==> src/rtl/az_seq_pkg.sv <==
package az_seq_pkg;
  typedef enum logic {
    MODE_CARRIER = 1'b0,
    MODE_DATA    = 1'b1
  } az_mode_e;
endpackage

==> src/rtl/az_rst_sync.sv <==
module az_rst_sync #(
  parameter int STAGES = 2
) (
  input  logic clk,
  input  logic rst_n,
  output logic rst_sync_n
);
  logic [STAGES-1:0] sync_q;
  logic [STAGES-1:0] sync_d;

  always_comb begin
    sync_d = {sync_q[STAGES-2:0], 1'b1};
  end

  always_ff @(posedge clk or negedge rst_n) begin
    if (!rst_n) sync_q <= '0;
    else        sync_q <= sync_d;
  end

  assign rst_sync_n = sync_q[STAGES-1];
endmodule

==> src/rtl/az_trigger.sv <==
module az_trigger
  import az_seq_pkg::*;
#(
  parameter int EDGE_DIV = 4
) (
  input  logic clk,
  input  logic rst_n,
  input  logic decode_en_i,
  input  logic period_tick_i,
  input  logic data_edge_i,
  output logic start_o
);
  localparam int EW = (EDGE_DIV > 2) ? $clog2(EDGE_DIV) : 1;
  localparam logic [EW-1:0] LAST = EW'(EDGE_DIV - 1);

  az_mode_e mode;
  logic [EW-1:0] edge_q, edge_d;
  logic edge_en;
  logic at_last;

  assign mode    = az_mode_e'(decode_en_i);
  assign at_last = (edge_q == LAST);
  assign edge_en = (mode != MODE_DATA) || data_edge_i;

  always_comb begin
    edge_d = edge_q;
    if (mode != MODE_DATA)  edge_d = '0;
    else if (data_edge_i)   edge_d = at_last ? '0 : edge_q + 1'b1;
  end

  always_ff @(posedge clk or negedge rst_n) begin
    if (!rst_n)       edge_q <= '0;
    else if (edge_en) edge_q <= edge_d;
  end

  always_comb begin
    if (mode == MODE_DATA) start_o = data_edge_i && at_last;
    else                   start_o = period_tick_i;
  end

  // leaving data mode clears the edge count
  a_r9_count_clear: assert property (@(posedge clk) disable iff (!rst_n)
    !decode_en_i |=> (edge_q == '0));
  // count moves only on an edge
  a_r5_count_stable: assert property (@(posedge clk) disable iff (!rst_n)
    (decode_en_i && !data_edge_i) |=> $stable(edge_q));
endmodule

==> src/rtl/az_timer.sv <==
module az_timer #(
  parameter int AZ_CYCLES = 8
) (
  input  logic clk,
  input  logic rst_n,
  input  logic start_i,
  output logic busy_o
);
  localparam int CW = (AZ_CYCLES > 2) ? $clog2(AZ_CYCLES) : 1;
  localparam logic [CW-1:0] LOAD = CW'(AZ_CYCLES - 1);

  logic [CW-1:0] cnt_q, cnt_d;
  logic busy_q, busy_d;
  logic accept;

  assign accept = start_i && !busy_q;

  always_comb begin
    cnt_d  = cnt_q;
    busy_d = busy_q;
    if (accept) begin
      cnt_d  = LOAD;
      busy_d = 1'b1;
    end else if (busy_q) begin
      if (cnt_q == '0) busy_d = 1'b0;
      else             cnt_d  = cnt_q - 1'b1;
    end
  end

  always_ff @(posedge clk or negedge rst_n) begin
    if (!rst_n) begin
      cnt_q  <= '0;
      busy_q <= 1'b0;
    end else if (accept || busy_q) begin
      cnt_q  <= cnt_d;
      busy_q <= busy_d;
    end
  end

  assign busy_o = busy_q;

  // an idle trigger starts a cycle
  a_r2_start: assert property (@(posedge clk) disable iff (!rst_n)
    (start_i && !busy_q) |=> busy_q);
  // a trigger during a cycle does not reload the timer
  a_r8_no_restart: assert property (@(posedge clk) disable iff (!rst_n)
    (busy_q && cnt_q != '0) |=> (busy_q && cnt_q == $past(cnt_q) - 1'b1));
  // a cycle starts with the full count
  a_r3_full_load: assert property (@(posedge clk) disable iff (!rst_n)
    $rose(busy_q) |-> (cnt_q == LOAD));
endmodule

==> src/rtl/az_hold.sv <==
module az_hold (
  input  logic clk,
  input  logic rst_n,
  input  logic busy_i,
  input  logic rx_bit_i,
  output logic rx_data_o
);
  logic rx_q, rx_d;
  logic upd_en;

  assign upd_en = !busy_i;

  always_comb begin
    rx_d = rx_bit_i;
  end

  always_ff @(posedge clk or negedge rst_n) begin
    if (!rst_n)      rx_q <= 1'b0;
    else if (upd_en) rx_q <= rx_d;
  end

  assign rx_data_o = rx_q;

  // level frozen during a cycle
  a_r10_frozen: assert property (@(posedge clk) disable iff (!rst_n)
    busy_i |=> $stable(rx_q));
  // level tracks input when idle
  a_r10_follow: assert property (@(posedge clk) disable iff (!rst_n)
    !busy_i |=> (rx_q == $past(rx_bit_i)));
endmodule

==> src/rtl/az_sequencer.sv <==
module az_sequencer #(
  parameter int AZ_CYCLES = 8,
  parameter int EDGE_DIV  = 4,
  parameter int SYNC_STG  = 2
) (
  input  logic clk,
  input  logic rst_n,
  input  logic decode_en_i,
  input  logic period_tick_i,
  input  logic data_edge_i,
  input  logic rx_bit_i,
  output logic rx_data_o,
  output logic az_busy_o,
  output logic amp_connect_o,
  output logic gnd_clamp_o
);
  logic rst_int_n;
  logic start;
  logic busy;

  az_rst_sync #(.STAGES(SYNC_STG)) u_rst (
    .clk(clk), .rst_n(rst_n), .rst_sync_n(rst_int_n)
  );

  az_trigger #(.EDGE_DIV(EDGE_DIV)) u_trig (
    .clk(clk), .rst_n(rst_int_n), .decode_en_i(decode_en_i),
    .period_tick_i(period_tick_i), .data_edge_i(data_edge_i), .start_o(start)
  );

  az_timer #(.AZ_CYCLES(AZ_CYCLES)) u_tmr (
    .clk(clk), .rst_n(rst_int_n), .start_i(start), .busy_o(busy)
  );

  az_hold u_hold (
    .clk(clk), .rst_n(rst_int_n), .busy_i(busy),
    .rx_bit_i(rx_bit_i), .rx_data_o(rx_data_o)
  );

  assign az_busy_o     = busy;
  assign amp_connect_o = !busy;
  assign gnd_clamp_o   = busy;

  // a lone tick in data mode never starts a cycle
  a_r6_tick_ignored: assert property (@(posedge clk) disable iff (!rst_int_n)
    (decode_en_i && !busy && !data_edge_i) |=> !busy);
  // a lone edge in carrier mode never starts a cycle
  a_r7_edge_ignored: assert property (@(posedge clk) disable iff (!rst_int_n)
    (!decode_en_i && !busy && !period_tick_i) |=> !busy);
endmodule

==> config.mk <==
export PLATFORM = sky130hd
export DESIGN_NAME = az_sequencer
export DESIGN_NICKNAME = d
export VERILOG_FILES = /design/src/rtl/az_seq_pkg.sv /design/src/rtl/az_rst_sync.sv /design/src/rtl/az_trigger.sv /design/src/rtl/az_timer.sv /design/src/rtl/az_hold.sv /design/src/rtl/az_sequencer.sv
export SDC_FILE = /design/constraint.sdc
export NUM_CORES = 1
export LEC_CHECK = 0
export CORE_AREA = 2 2 42 44
export DETAILED_ROUTE_END_ITERATION = 8
export DIE_AREA = 0 0 44 46
export HOLD_SLACK_MARGIN = 0.06
export PLACE_DENSITY = 0.53
export RECOVER_POWER = 25
export SYNTH_ARGS = -nofsm -noshare
export SYNTH_HDL_FRONTEND = slang
export SYNTH_SLANG_ARGS = --single-unit
export TNS_END_PERCENT = 20
==> constraint.sdc <==
create_clock -name clk -period 1.2 [get_ports clk]
set_input_delay 0.24 -clock clk [delete_from_list [all_inputs] [get_ports clk]]
set_output_delay 0.24 -clock clk [all_outputs]
set_load 0.02 [all_outputs]
## Word level (Yosys, flattened, before mapping)

Cells that the tools add are included.
Widths: inputs -> output; s select.

| word-level totals | value |
|---|---|
| logic and storage cells | 30 |
| input port bits | 6 |
| register bits | 9 |
| output and inout port bits | 4 |

| cells by class | value |
|---|---|
| add/subtract/negate cells | 2 |
| bitwise operators | 1 |
| equal/unequal tests | 3 |
| reduce and logical (&&, ||, !) cells | 9 |
| mux-type cells | 10 |

Operators by type and width:

| cell | count |
|---|---|
| $mux 3 | 3 |
| $mux 2 | 3 |
| $mux 1 | 4 |
| $ne 2x1->1 const B | 2 |
| $logic_not 3->1 | 1 |
| $reduce_and 3->1 | 1 |
| $sub 3x1->3 const B | 1 |
| $add 2x1->2 const B | 1 |
| $eq 2x2->1 const B | 1 |
| $logic_and 1x1->1 | 2 |
| $logic_or 1x1->1 | 2 |
| $reduce_and 2->1 | 1 |
| $reduce_bool 2->1 | 1 |
| $logic_not 1->1 | 1 |
| $not 1->1 | 1 |

## Longest topological paths before layout

| logic depth | value |
|---|---|
| depth after elaboration | 6 |
| depth in mapped cells | 5 |
| gate-level depth less buffers | 5 |

## Cells and area by module

Synthesis repeated with hierarchy kept, for this count alone.

| second synthesis, totals | value |
|---|---|
| cells, all modules | 38 |
| area total of the unflattened synthesis | 429.2 µm² |

Modules (own cells, without submodules):

| module | instances | seq. area each (µm²) | area an instance (µm²) | cells each |
|---|---|---|---|---|
| az_timer | 1 | 100.1 | 205.2 | 20 |
| az_trigger | 1 | 50.0 | 118.9 | 11 |
| az_rst_sync | 1 | 50.0 | 53.8 | 3 |
| az_hold | 1 | 25.0 | 40.0 | 2 |
| az_sequencer | 1 | 0.0 | 11.3 | 2 |

## Worst setup path before layout

Ideal clock, no wire load.

| timing path | value |
|---|---|
| path type | register to register |
| start | register u_tmr.cnt_q[0] |
| end | register u_tmr.cnt_q[2] |
| path buffers | 0 |
| arrival time | 1055 ps |
| cell stages (with the launch flop) | 6 |
| clock period less this slack | 1175 ps |
| setup slack | 25 ps |
| library setup time | 120 ps |
| cells stage by stage | dfrtp_1 -> inv_1 -> ha_1 -> inv_1 -> a211o_1 -> o211a_1 |

| on the way | value |
|---|---|
| cells in the longest elaborated chain, start to end | 4 |
| elaborated cells between the ends (all ways) | 7 |
| those cells by class | add/sub (1); eq/ne (1); mux (3); reduce/logical (2) |

Ends and longest elaborated chain:

| item | RTL line | source |
|---|---|---|
| start: declaration | az_timer.sv:12 | `logic [CW-1:0] cnt_q, cnt_d;` |
| start signal: assignment | az_timer.sv:35 | `cnt_q <= cnt_d;` |
| $sub 3x1->3 | az_timer.sv:26 | `else cnt_d = cnt_q - 1'b1;` |
| $mux 3 | az_timer.sv:25 | `if (cnt_q == '0) busy_d = 1'b0;` |
| $mux 3 | az_timer.sv:24 | `end else if (busy_q) begin` |
| $mux 3 | az_timer.sv:21 | `if (accept) begin` |

Parallel ways exist; a longest one is shown, timed or not. The select of a mux whose other input is x is not followed.
A chain may end at the register's enable or synchronous reset.

## Worst setup path after layout

| timing path | value |
|---|---|
| start | register u_trig.edge_q[0] |
| end | register u_tmr.cnt_q[1] |

| on the way | value |
|---|---|
| cells in the longest elaborated chain, start to end | 6 |
| elaborated cells between the ends (all ways) | 9 |
| those cells by class | eq/ne (2); mux (2); reduce/logical (5) |

Ends and longest elaborated chain:

| item | RTL line | source |
|---|---|---|
| start: declaration | az_trigger.sv:17 | `logic [EW-1:0] edge_q, edge_d;` |
| start signal: assignment | az_trigger.sv:33 | `else if (edge_en) edge_q <= edge_d;` |
| $eq 2x2->1 * | az_trigger.sv:22 | `assign at_last = (edge_q == LAST);` |
| $logic_and 1x1->1 * | az_trigger.sv:37 | `if (mode == MODE_DATA) start_o = data_edge_i && at_last;` |
| $mux 1 * | az_trigger.sv:37 |  |
| $logic_and 1x1->1 * | az_timer.sv:16 | `assign accept = start_i && !busy_q;` |
| $ne 2x1->1 (no line), or another cell as far along | n/a |  |
| $reduce_and 3->1 (no line) | n/a |  |

Mark *: on every way between the ends. The rest lies on a longest branch, timed or not.

==> impl_metrics.py <==
metrics = {
    "worst_setup_path": {
        "rrSetupSlack_ns": 0.05,
        "path_max_fanout": 4,
        "endpoint": "u_tmr.cnt_q[1]",
        "worstPathRequired_ns": 1.35,
        "startpoint_type": "register",
        "path_class": "reg2reg",
        "worstPathArrival_ns": 1.30,
        "crit_start": "u_trig.edge_q[0]",
        "cp-end-kind": "register",
        "worstRegToRegCells": 4,
        "r2r-end": "u_tmr.cnt_q[1]",
        "reg2reg_from": "u_trig.edge_q[0]",
    },
    "logic_synthesis": {
        "postSynthNetCount": 45,
        "synth.area.mux_share_pct": 9.483,
        "yosysUniqueCellTypes": 19,
        "ys_ff_latch": 9,
        "synth_top_family_by_area": "simple AND/OR/NAND/NOR gates",
        "syn_inst": 36,
        "yosysWarnings": 0,
        "synthSimpleGateAreaFrac_pct": 11.78,
        "netlist_top_cells_area": "dfrtp_1, ha_1, mux2i_1, nand3_1, nand2b_4",
        "synth_compound_area_share_pct": 10.34,
        "yosysTopAreaCell": "dfrtp_1",
        "ys_seq_area_share_pct": 51.72,
        "synth_fa_ha_area_share_pct": 8.621,
        "synth_xor_area_share_pct": 2.011,
        "synth_area_per_cell_um2": 12.09,
        "syn-cell-area_um2": 435.4,
        "yosysTopAreaCellShare_pct": 51.72,
    },
    "drt": {
        "detail-route-antenna-nets": 0,
        "dr_wl_met2_um": 389,
        "dr_wl_met3_um": 21,
        "m1WireLength_um": 334,
        "vias_per_cell": 4.338,
        "drt-pass1-iter-count": 4,
        "routedWlPerCell_um": 10.63,
        "routed_wl_um": 755,
        "drtIter0Drc": 4,
        "route.detailed.drc": 0,
        "highest_layer": "met4",
        "dr_total_vias": 308,
    },
    "floorplan": {
        "rows": 15,
        "io_pins": 10,
        "initial_core_util_pct": 26.98,
        "chipHeight_um": 46,
        "dieArea_um2": 2024,
        "dieWidth_um": 44,
        "core_area_um2": 1614,
    },
    "grt": {
        "antenna_found_initial": 0,
        "grt_pass1_wl_um": 1235,
        "grt_max_degree": 8,
        "grt_pass1_vias": 320,
        "track_usage_pct": 9.174,
        "grt_overflow": 0,
    },
    "placement": {
        "gp_congestion": 0.6138,
        "dp.cells": 67,
        "io_buffers": 9,
        "dp_hpwl_um": 533.2,
    },
    "timing": {
        "skew_ns": 0.001808,
        "slew_violations": 0,
        "max_freq_ghz": 0.8672,
        "finalSetupViolations": 0,
        "timing.final.crit_share_pct": 96.09,
        "finalCriticalPeriod_ns": 1.153,
        "finalHoldViolCount": 0,
        "rsz0062_at_grt": "yes",
        "whs_ns": 0.1125,
    },
    "run": {
        "maxCapViolations": 0,
    },
    "clocking": {
        "clkSinkCount": 9,
        "cts_tree": "done",
        "clock_latency_ns": 0.26,
        "cts_buffer_depth": 2,
        "cts_buffers": 3,
        "htree_num_levels": 1,
        "path_clk_slew_ns": 0.06,
        "root_buffer": "clkbuf_4",
        "post_cts_buffers": 0,
        "cts_hold_buf": 0,
    },
    "run_status": {
        "status": "finished, final reports clean",
    },
    "pwr": {
        "leakage_uw": 0.0002954,
        "p_per_area_nw_per_um2": 2187,
        "ir_drop_mv": 0.7426,
    },
    "final_layout": {
        "area_delta_synth_final_pct": 41.67,
        "drive_gt1_share_pct": 40.74,
        "antenna_cells": 0,
        "finalNonFillerCells": 71,
        "nFillCells": 165,
        "fin_nets": 64,
        "final_util_pct": 38.22,
    },
    "worst_hold_path": {
        "hp-class": "reg2async",
    },
}
-- critical path, stage by stage, from the launching register on --
cell	delay (ns)
dfrtp_1	0.40
ha_1	0.22
nand3_1	0.10
nand3_2	0.11
o22a_2	0.23
-- worst min-delay path by stage --
| stage | start | cells past startpoint | endpoint | slack (ns) |
|---|---|---|---|---|
| 2_1_floorplan | rst_n | 0 | u_rst.sync_q[0] | -0.06 |
| 3_3_place_gp | u_rst.sync_q[1] | 0 | u_hold.rx_data_o | 0.12 |
| 3_5_place_dp | u_rst.sync_q[1] | 0 | u_trig.edge_q[0] | 0.12 |
| 4_1_cts | u_rst.sync_q[1] | 0 | u_tmr.busy_o | 0.13 |
| 5_1_grt | u_rst.sync_q[1] | 0 | u_tmr.cnt_q[2] | 0.14 |
| 6_report | u_rst.sync_q[1] | 0 | u_tmr.cnt_q[2] | 0.11 |
-- cells in the final DEF (no fill, tap or decap), types with 2 or more instances in the layout --
cell / netlist / layout
buf_4: 1 / 6
clkbuf_2: 0 / 2
clkbuf_4: 0 / 3
clkdlybuf4s50_1: 0 / 4
dfrtp_1: 9 / 8
inv_2: 1 / 3
mux2i_1: 3 / 3
nand3_1: 3 / 2
nor2b_1: 2 / 2
-- final cells by class --
type | instances | area, µm² | area share, %
Clock buffer | 4 | 26.28 | 4.260
Sequential cell | 9 | 226.5 | 36.71
Inverter | 4 | 15.01 | 2.434
Multi-Input combinational cell | 22 | 207.7 | 33.67
Timing Repair Buffer | 15 | 120.1 | 19.47
Tap cell | 17 | 21.27 | 3.448
-- flip-flops by register name, summed over array words and instances (netlist names) --
name              count
u_tmr.cnt_q           3
u_rst.sync_q          2
u_trig.edge_q         2
u_hold.rx_data_o      1
u_tmr.busy_o          1
-- cells by family after synthesis --
| family | count (synthesis) |
|---|---|
| mux | 4 |
| xor+xnor | 1 |
| fa+ha+maj | 3 |
| other cells | 1 |
| compound gates | 5 |
| flops | 9 |
| buf+inv | 5 |
| simple gates | 8 |
-- Yosys cell counts --
| cell type | instances |
|---|---|
| mux2i_1 | 3 |
| ha_1 | 3 |
| nor2_1 | 1 |
| inv_1 | 3 |
| buf_4 | 1 |
| nand2b_1 | 1 |
| nor2b_1 | 2 |
| a211o_1 | 1 |
| dfrtp_1 | 9 |
| o21a_1 | 1 |
| xnor2_1 | 1 |
| nand2b_4 | 1 |
| o211a_1 | 1 |
| conb_1 | 1 |
| a2bb2oi_1 | 1 |
| o22a_2 | 1 |
| inv_2 | 1 |
| mux2_2 | 1 |
| nand3_1 | 3 |
-- timing repair --
item | 4_1_cts | 5_1_grt
setup endpoints to repair | 5 | 6
resized for setup | 8 | 11
endpoints found under the hold margin | 0 | 0
pin swaps | 0 | 0
-- per-layer routing --
layer | GRT usage (%) | up-vias
met5 | 0 | -
met4 | 10.91 | 0
met3 | 1.190 | 2
met2 | 14.12 | 4
met1 | 10.07 | 148
li1 | - | 154
-- stage by stage --
step	setup TNS [ns]	worst slack, ns	instance area [µm²]	total power (µW)
after global placement	-0.7516	-0.1447	584.3	1110
after CTS	-0.2563	-0.09127	620.6	1360
final	0	0.04691	616.8	1349
after floorplan	0	0.02455	435.4	856.3
after global routing	-0.02739	-0.01625	616.8	1458
after detailed placement	-0.7234	-0.1498	584.3	1106
-- where the power goes --
part	leakage, µW	internal [µW]	switching, µW
Sequential	0.000104	398	69.5
Combinational	0.000176	368	284
Clock	0.0000150	128	101
No activity file was read; power rests on OpenSTA's default activity.
